$ cat src/rtl/tsf_pkg.sv
package tsf_pkg;
    typedef enum logic [2:0] {
        ST_IDLE,
        ST_RD_HI0,
        ST_RD_LO,
        ST_RD_HI1,
        ST_WR_LO,
        ST_WR_HI,
        ST_CLR_A,
        ST_CLR_B
    } tsf_state_e;
endpackage

$ cat src/rtl/tsf_try_counter.sv
module tsf_try_counter #(
    parameter int MAX_TRIES = 10
) (
    input  logic clk,
    input  logic rst_n,
    input  logic clr,
    input  logic inc,
    output logic last
);
    localparam int CW = $clog2(MAX_TRIES + 1);

    logic [CW-1:0] cnt_d, cnt_q;

    always_comb begin
        cnt_d = cnt_q;
        if (clr) begin
            cnt_d = '0;
        end else if (inc) begin
            cnt_d = cnt_q + 1'b1;
        end
    end

    always_ff @(posedge clk or negedge rst_n) begin
        if (!rst_n) begin
            cnt_q <= '0;
        end else begin
            cnt_q <= cnt_d;
        end
    end

    assign last = (cnt_q == CW'(MAX_TRIES - 1));
endmodule

$ cat src/rtl/tsf_cmd_map.sv
module tsf_cmd_map
    import tsf_pkg::*;
#(
    parameter int          DATA_W   = 32,
    parameter int          ADDR_W   = 8,
    parameter logic [7:0]  ADDR_LO  = 8'h20,
    parameter logic [7:0]  ADDR_HI  = 8'h24,
    parameter logic [7:0]  ADDR_CTL = 8'h28,
    parameter int          RST_BIT  = 24
) (
    input  tsf_state_e         state,
    input  logic [DATA_W-1:0]  ld_lo,
    input  logic [DATA_W-1:0]  ld_hi,
    output logic               req,
    output logic               we,
    output logic [ADDR_W-1:0]  addr,
    output logic [DATA_W-1:0]  wdata
);
    localparam logic [DATA_W-1:0] CLR_WORD = DATA_W'(1) << RST_BIT;

    always_comb begin
        req   = 1'b1;
        we    = 1'b0;
        addr  = '0;
        wdata = '0;
        case (state)
            ST_RD_HI0, ST_RD_HI1: addr = ADDR_W'(ADDR_HI);
            ST_RD_LO:             addr = ADDR_W'(ADDR_LO);
            ST_WR_LO: begin
                we    = 1'b1;
                addr  = ADDR_W'(ADDR_LO);
                wdata = ld_lo;
            end
            ST_WR_HI: begin
                we    = 1'b1;
                addr  = ADDR_W'(ADDR_HI);
                wdata = ld_hi;
            end
            ST_CLR_A, ST_CLR_B: begin
                we    = 1'b1;
                addr  = ADDR_W'(ADDR_CTL);
                wdata = CLR_WORD;
            end
            default: req = 1'b0;
        endcase
    end
endmodule

$ cat src/rtl/tsf_coherent_reader.sv
module tsf_coherent_reader
    import tsf_pkg::*;
#(
    parameter int          DATA_W    = 32,
    parameter int          ADDR_W    = 8,
    parameter logic [7:0]  ADDR_LO   = 8'h20,
    parameter logic [7:0]  ADDR_HI   = 8'h24,
    parameter logic [7:0]  ADDR_CTL  = 8'h28,
    parameter int          RST_BIT   = 24,
    parameter int          MAX_TRIES = 10
) (
    input  logic                  clk,
    input  logic                  rst_n,
    input  logic                  rd_start,
    input  logic                  wr_start,
    input  logic [2*DATA_W-1:0]   wr_value,
    input  logic                  tsf_rst_start,
    output logic                  busy,
    output logic                  result_valid,
    output logic [2*DATA_W-1:0]   result,
    output logic                  retry_warn,
    output logic                  bus_req,
    output logic                  bus_we,
    output logic [ADDR_W-1:0]     bus_addr,
    output logic [DATA_W-1:0]     bus_wdata,
    input  logic                  bus_ack,
    input  logic [DATA_W-1:0]     bus_rdata
);
    localparam int TW = 2 * DATA_W;

    typedef struct packed {
        tsf_state_e         state;
        logic [DATA_W-1:0]  hi;
        logic [DATA_W-1:0]  lo;
        logic [TW-1:0]      ld;
        logic [TW-1:0]      res;
        logic               valid;
        logic               warn;
    } reg_t;

    reg_t r_d, r_q;
    logic try_clr, try_inc, try_last;

    tsf_try_counter #(.MAX_TRIES(MAX_TRIES)) i_tries (
        .clk  (clk),
        .rst_n(rst_n),
        .clr  (try_clr),
        .inc  (try_inc),
        .last (try_last)
    );

    tsf_cmd_map #(
        .DATA_W(DATA_W), .ADDR_W(ADDR_W), .ADDR_LO(ADDR_LO),
        .ADDR_HI(ADDR_HI), .ADDR_CTL(ADDR_CTL), .RST_BIT(RST_BIT)
    ) i_map (
        .state(r_q.state),
        .ld_lo(r_q.ld[DATA_W-1:0]),
        .ld_hi(r_q.ld[TW-1:DATA_W]),
        .req  (bus_req),
        .we   (bus_we),
        .addr (bus_addr),
        .wdata(bus_wdata)
    );

    always_comb begin
        r_d       = r_q;
        r_d.valid = 1'b0;
        try_clr   = 1'b0;
        try_inc   = 1'b0;
        case (r_q.state)
            ST_IDLE: begin
                if (rd_start) begin
                    r_d.state = ST_RD_HI0;
                    try_clr   = 1'b1;
                end else if (wr_start) begin
                    r_d.state = ST_WR_LO;
                    r_d.ld    = wr_value;
                end else if (tsf_rst_start) begin
                    r_d.state = ST_CLR_A;
                end
            end
            ST_RD_HI0: if (bus_ack) begin
                r_d.hi    = bus_rdata;
                r_d.state = ST_RD_LO;
            end
            ST_RD_LO: if (bus_ack) begin
                r_d.lo    = bus_rdata;
                r_d.state = ST_RD_HI1;
            end
            ST_RD_HI1: if (bus_ack) begin
                r_d.hi = bus_rdata;
                if (bus_rdata == r_q.hi) begin
                    r_d.res   = {r_q.hi, r_q.lo};
                    r_d.valid = 1'b1;
                    r_d.warn  = 1'b0;
                    r_d.state = ST_IDLE;
                end else if (try_last) begin
                    r_d.res   = {bus_rdata, r_q.lo};
                    r_d.valid = 1'b1;
                    r_d.warn  = 1'b1;
                    r_d.state = ST_IDLE;
                end else begin
                    try_inc   = 1'b1;
                    r_d.state = ST_RD_LO;
                end
            end
            ST_WR_LO: if (bus_ack) r_d.state = ST_WR_HI;
            ST_WR_HI: if (bus_ack) r_d.state = ST_IDLE;
            ST_CLR_A: if (bus_ack) r_d.state = ST_CLR_B;
            ST_CLR_B: if (bus_ack) r_d.state = ST_IDLE;
            default:  r_d.state = ST_IDLE;
        endcase
    end

    always_ff @(posedge clk or negedge rst_n) begin
        if (!rst_n) begin
            r_q <= '{state: ST_IDLE, default: '0};
        end else begin
            r_q <= r_d;
        end
    end

    assign busy         = (r_q.state != ST_IDLE);
    assign result_valid = r_q.valid;
    assign result       = r_q.res;
    assign retry_warn   = r_q.warn;
endmodule

$ cat config.mk
export PLATFORM = sky130hd
export DESIGN_NAME = tsf_coherent_reader
export DESIGN_NICKNAME = d
export VERILOG_FILES = /design/src/rtl/tsf_pkg.sv /design/src/rtl/tsf_try_counter.sv /design/src/rtl/tsf_cmd_map.sv /design/src/rtl/tsf_coherent_reader.sv
export SDC_FILE = /design/constraint.sdc
export NUM_CORES = 1
export LEC_CHECK = 0
export BUFFER_PORTS_ARGS = -buffer_cell sky130_fd_sc_hd__clkbuf_2
export CAP_MARGIN = 20
export CORE_ASPECT_RATIO = 1.75
export CORE_MARGIN = 4
export CORE_UTILIZATION = 42
export CTS_CLUSTER_SIZE = 16
export DETAILED_ROUTE_END_ITERATION = 6
export HOLD_SLACK_MARGIN = 0.15
export PLACE_DENSITY = 0.67
export SETUP_SLACK_MARGIN = 0.2
export SYNTH_ARGS = -nofsm -noshare
export SYNTH_HDL_FRONTEND = slang
export SYNTH_SLANG_ARGS = --single-unit
$ cat constraint.sdc
create_clock -name clk -period 2.7 [get_ports clk]
set_clock_uncertainty 0.2 [all_clocks]
set_input_delay 0.675 -clock clk [delete_from_list [all_inputs] [get_ports clk]]
set_output_delay 0.675 -clock clk [all_outputs]
set_load 0.05 [all_outputs]
== Yosys cells after proc, flatten, opt, wreduce, memory -nomap -nowiden ==
Index checks and enable logic that the tools add are counted.

* Bits in registers: 201
* Bits of input ports: 102

* $add $sub $neg: 1
* Eq/ne operators: 16
* Muxes and demuxes: 29
* Bitwise gates (word level): 1
* Reduce and logical (&&, ||, !) cells: 16

{| class="wikitable"
|+ Operators by type and width
! kind !! count
|-
| two-way mux 66 bit || 2
|-
| one-hot mux 32 bit (3 select lines) || 1
|-
| two-way mux 35 bit || 2
|-
| one-hot mux 32 bit (2 select lines) || 1
|-
| equality test 32 bit || 1
|-
| two-way mux 3 bit || 8
|-
| one-hot mux 3 bit (7 select lines) || 1
|-
| one-hot mux 6 bit (3 select lines) || 1
|-
| equality test 3 bit (second input constant) || 4
|-
| inequality test 2 bit (second input constant) || 5
|-
| AND reduction 3 bit || 3
|-
| two-way mux 1 bit || 8
|-
| two-way mux 4 bit || 2
|-
| AND reduction 7 bit || 1
|-
| OR reduction 7 bit || 1
|-
| equality test 3 x 2 -> 1 bit (second input constant) || 2
|-
| two-way mux 2 bit || 3
|-
| nonzero test 2 bit || 3
|-
| OR reduction 2 bit || 3
|-
| adder 4 x 1 -> 4 bit (second input constant) || 1
|-
| equality test 4 bit (second input constant) || 1
|-
| inequality test 4 bit (second input constant) || 1
|-
| OR reduction 4 bit || 1
|-
| equality test 3 x 1 -> 1 bit (second input constant) || 1
|-
| 6 further kinds || 6
|}

== Longest topological paths before layout ==
* Word-level depth: 7
* Depth in mapped cells: 8
* Mapped depth without buffers: 7

== Cells and area by module ==
From an unflattened synthesis, not the netlist that was laid out.

* Cells, all modules: 764
* Area total of the unflattened synthesis: 9220.1 µm²

{| class="wikitable"
|+ By module, submodules not included
! module !! times used !! cells each !! area an instance (µm²) !! sequential area each (µm²)
|-
| tsf_coherent_reader || 1 || 660 || 8413.1 || 4929.7
|-
| tsf_cmd_map || 1 || 83 || 585.6 || 0.0
|-
| tsf_try_counter || 1 || 21 || 221.5 || 100.1
|}

== Worst setup path before layout ==
No wires, ideal clock.

* Path type: reg-to-output
* Start: register r_q[194] (netlist name)
* End: output port bus_wdata[10]
* Arrival time: 1.986 ns
* Required time: 1.825 ns
* Setup slack: -0.161 ns
* Cell stages (with the launch flop): 6
* Cells stage by stage: dfrtp_1 > clkbuf_1 > buf_2 > buf_1 > mux2i_1 > nor2_1

* Word-level cells in the longest chain between the ends: 3

{| class="wikitable"
|+ RTL lines
! item !! line !! RTL
|-
| start, declared || tsf_coherent_reader.sv:41 || <nowiki>reg_t r_d, r_q;</nowiki>
|-
| start signal, assigned || tsf_coherent_reader.sv:119 || <nowiki>r_q <= r_d;</nowiki>
|-
| equality test 3 bit || tsf_cmd_map.sv:26 || <nowiki>case (state)</nowiki>
|-
| OR reduction 2 bit || -- ||
|-
| one-hot mux 32 bit (3 select lines) * || tsf_cmd_map.sv:26 ||
|-
| end, declared || tsf_coherent_reader.sv:25 || <nowiki>output logic [DATA_W-1:0] bus_wdata,</nowiki>
|}

Mark *: on every way between the ends. The rest lies on a longest branch, timed or not.

== Final worst setup path ==
* Start: register r_q[177] (netlist name)
* End: register r_q, in the netlist result[11]

* Word-level cells in the longest chain between the ends: 3

{| class="wikitable"
|+ RTL lines
! item !! line !! RTL
|-
| equality test 32 bit * || tsf_coherent_reader.sv:92 || <nowiki>if (bus_rdata == r_q.hi) begin</nowiki>
|-
| nonzero test 2 bit (no source line) || -- ||
|-
| AND reduction 3 bit (no source line) || -- ||
|}

Marks and branches as above.
A chain may end at the register's enable or synchronous reset.

==> impl_results.md <==
* Post-Syn Area at 0.00913 mm2
* YS warnings at 0
* Via density at 5.11
* Synth Flop Type: dfrtp_1
* Total clock sinks at around 200
* Crit path launch type: register
* Crit path DAT at about 2.8 ns
* FP Rows at 71
* H-Tree Depth at 1
* Mux cell area share after synthesis at 23.7%
* WL met3 at 1.21 mm
* Antenna cell count at 0
* #FFs+latches synth at 201
* Critical path type: register to register
* Sw Pwr at 4.30 mW
* Yosys top cell area share at 55.1%
* Logic pwr share at 37.8%
* Reg2reg start: r_q[177]
* Xor/xnor cell area share of the yosys netlist at 3.07%
* Leading post-synthesis cells by cell area: dfrtp_1 (55%), mux2_2 (18%), buf_4 (6.1%)
* Switch share at 34.9%
* Uppermost layer routed: met4
* Worst Hold Path Cells at 2
* Core Region at 0.0214 mm2
* Post-synthesis simple-gate area fraction at under 10%
* Rel. slew slack at around 62%
* Post-synth EDFFs at 0
* Crit path time final at roughly 2.6 ns
* Clk slew on worst S/H paths at around 0.07 ns
* Slowest stage delay, CP at 0.43 ns
* RSZ-0062 raised after global routing: yes
* Met2 WL at 13.6 mm
* Largest net degree at the start of global routing at 67
* Post-Syn Area per Cell at 13.1 um2
* Post-route ant nets at 0
* Wire per inst at roughly 20 um
* Flop pwr share at 39.6%
* Largest family of logic cells by synthesized area: multiplexers
* VDD IR max at between 0.7 and 0.8 mV
* TritonCTS Buffers at 20
* Critical Path, Cell by Cell: xor2_1, nor4_2, nand4_1, or2_4, a21oi_4, buf_6, buf_12, mux2_2
* DR iter-0 viols at 215
* Commonest cells after routing, fill and taps aside: dfrtp_1 (198), clkbuf_2 (168), mux2_2 (138)
* Hold_ws at about 0.21 ns
* Crit. End Element: register
* Layout cells sized above 1 at 62.4%
* Drt drc at 0
* Nets at 998
* Area share of fa/ha/maj cells after synthesis at 0.274%
* Internal at 8.04 mW
* Final hold vios at 0
* DP HPWL at about 15 mm
* Endpoint, Worst Hold: r_q[87]
* Yosys top cell by area: dfrtp_1
* Worst slew pin tran at 0.564 ns
* Vias at 6130
* Total GRT Usage at 18.6%
* Setup TNS at 0 ns
* Die Ht at ~200 um
* CP startpoint: r_q[177]
* Post-Synthesis Cells at 695
* Layout area overhead at 35.5%
* CTS Buffer Depth at 3
* Most common cell after layout, fill and taps aside: dfrtp_1
* Crit-path slowest cell: dfrtp_1
* FF-to-FF path depth at 8
* Vias in the first global route at 6651
* Final wirelength at 24.2 mm
* Ports at 211
* GPL Wtd Cong at 0.796
* Starting Density at 42.6%
* Critical Path Fanout Max at 9
* PortBufs at 205
* Critical path required time at 2.87 ns
* Min-delay src: wr_value[21]
* Initial antenna violation count at 0
* P per Cell Area at 998 mW/mm2
* Die area at 0.0242 mm2
* Reg-to-reg endpoint: result[11]
* Grt ovf at 0
* First-pass GRT wire length at 35.7 mm
* Setup-failing EPs final at 0
* Root buf cell: clkbuf_16
* CTS tree: done
* Final period utilization at 98.1%
* Number of detailed-routing iterations run before antenna repair at 4
* Reg-to-reg setup timing slack at between 0.05 and 0.06 ns
* F_max at about 380 MHz
* Status: finished clean
* Wl on met1 at ~8.7 mm
* Library cells used by synthesis at 36
* Worst-Skew Late Latency at around 0.49 ns
* Leak at slightly below 6 nW
* HP Class: input port to register
* Sequential-to-total area share from yosys stat at 55.1%
* Max-cap violations at 0
* Asr flop ratio synth at 100%
* Final slew viol count at 0
* Power share of the clock group at between 20 and 25%
* Die width at 119 um
* Synth Area in Compound Gates at under 10%
[synth_stat cells (2+ instances only)]
library cell / instances
or2_2: 2
mux2_1: 17
nand3_1: 2
clkbuf_1: 22
o22ai_1: 32
nor3_1: 3
mux2i_1: 36
buf_6: 2
inv_1: 5
nor2_1: 38
nand2_1: 10
a2bb2oi_1: 32
nand3b_1: 2
nor4_1: 8
a21oi_1: 4
buf_2: 8
buf_4: 74
buf_1: 4
ha_1: 2
mux2_2: 143
dfrtp_1: 201
xor2_1: 32
nand4_1: 3
[how the worst max path moves through the flow]
stage | end | slack, ns | depth (start not counted)
finish | result[11] | 0.05 | 8
global route | result[10] | -0.01 | 9
CTS | result[11] | 0.11 | 9
detailed placement | result[0] | -0.46 | 8
global placement | result[0] | -0.43 | 8
floorplan | result[15] | 0.17 | 8
[critical path: cells and delay by family, from the launching register on]
family | cells | cell delay [ns]
buffers and inverters | 2 | 0.30
and+or+nand+nor | 3 | 0.83
AOI/OAI and AO/OA | 1 | 0.23
xor gates and xnor gates | 1 | 0.19
DFF | 1 | 0.43
muxes | 1 | 0.34
[per-layer routing]
layer / vias up / track usage, %
li1: 2790 / -
met1: 3108 / 20.3
met2: 192 / 35.4
met3: 40 / 3.65
met4: 0 / 6.31
met5: - / 0
[final cells by class]
| type | instances | area, um2 |
|---|---|---|
| clock buffer | 29 | 616 |
| clock inverter | 7 | 48.8 |
| fill | 1775 | 9040 |
| inverter | 5 | 28.8 |
| multi-input combinational | 383 | 3950 |
| sequential | 201 | 5030 |
| tap | 292 | 365 |
| timing repair buffer | 283 | 2330 |
[state kept, by name, indices dropped and copies added, names as in the netlist]
signal / flops
r_q: 131
retry_warn: 1
result: 64
i_tries.cnt_q: 4
result_valid: 1
[stage by stage]
| stage | total power, mW | area (um2) | cells | worst slack, ns | utilization [%] |
|---|---|---|---|---|---|
| 2_1_floorplan | 7.52 | 9200 | 699 | 0.172 | - |
| 3_3_place_gp | 8.41 | 10400 | 1134 | -0.429 | 48.5 |
| 3_5_place_dp | 8.54 | 10400 | 1134 | -0.463 | 48.5 |
| 4_1_cts | 11.8 | 11600 | 1190 | 0.114 | 54.2 |
| 5_1_grt | 13.0 | 12400 | 1200 | -0.0119 | 57.8 |
| 6_report | 12.3 | 12400 | 1200 | 0.0507 | 57.8 |
[power by group through the flow]
| stage | combinational [mW] | sequential (mW) | clock [mW] |
|---|---|---|---|
| 2_1_floorplan | 2.95 | 4.57 | 0 |
| 5_1_grt | 4.99 | 5.02 | 2.99 |
| 4_1_cts | 4.20 | 4.75 | 2.88 |
| 6_report | 4.67 | 4.89 | 2.78 |
| 3_3_place_gp | 3.66 | 4.75 | 0 |
| 3_5_place_dp | 3.74 | 4.80 | 0 |
[logic make-up (layout without fill, tap and decap cells)]
kind of cell | Yosys count | in the layout
flops | 201 | 201
mux | 196 | 196
buf+inv | 115 | 324
compound gates | 75 | 75
simple gates | 73 | 73
xor+xnor | 32 | 32
fa+ha+maj | 2 | 2
other cells | 1 | 5
[timing repair]
action,in CTS,in global routing
pin swaps,2,20
hold endpoints to repair,61,0
cloned,3,7
hold buffers,1,0
setup buffers,16,3
gates resized for setup,93,138
setup endpoints to repair,101,102
No activity file was read; power rests on OpenSTA's default activity.
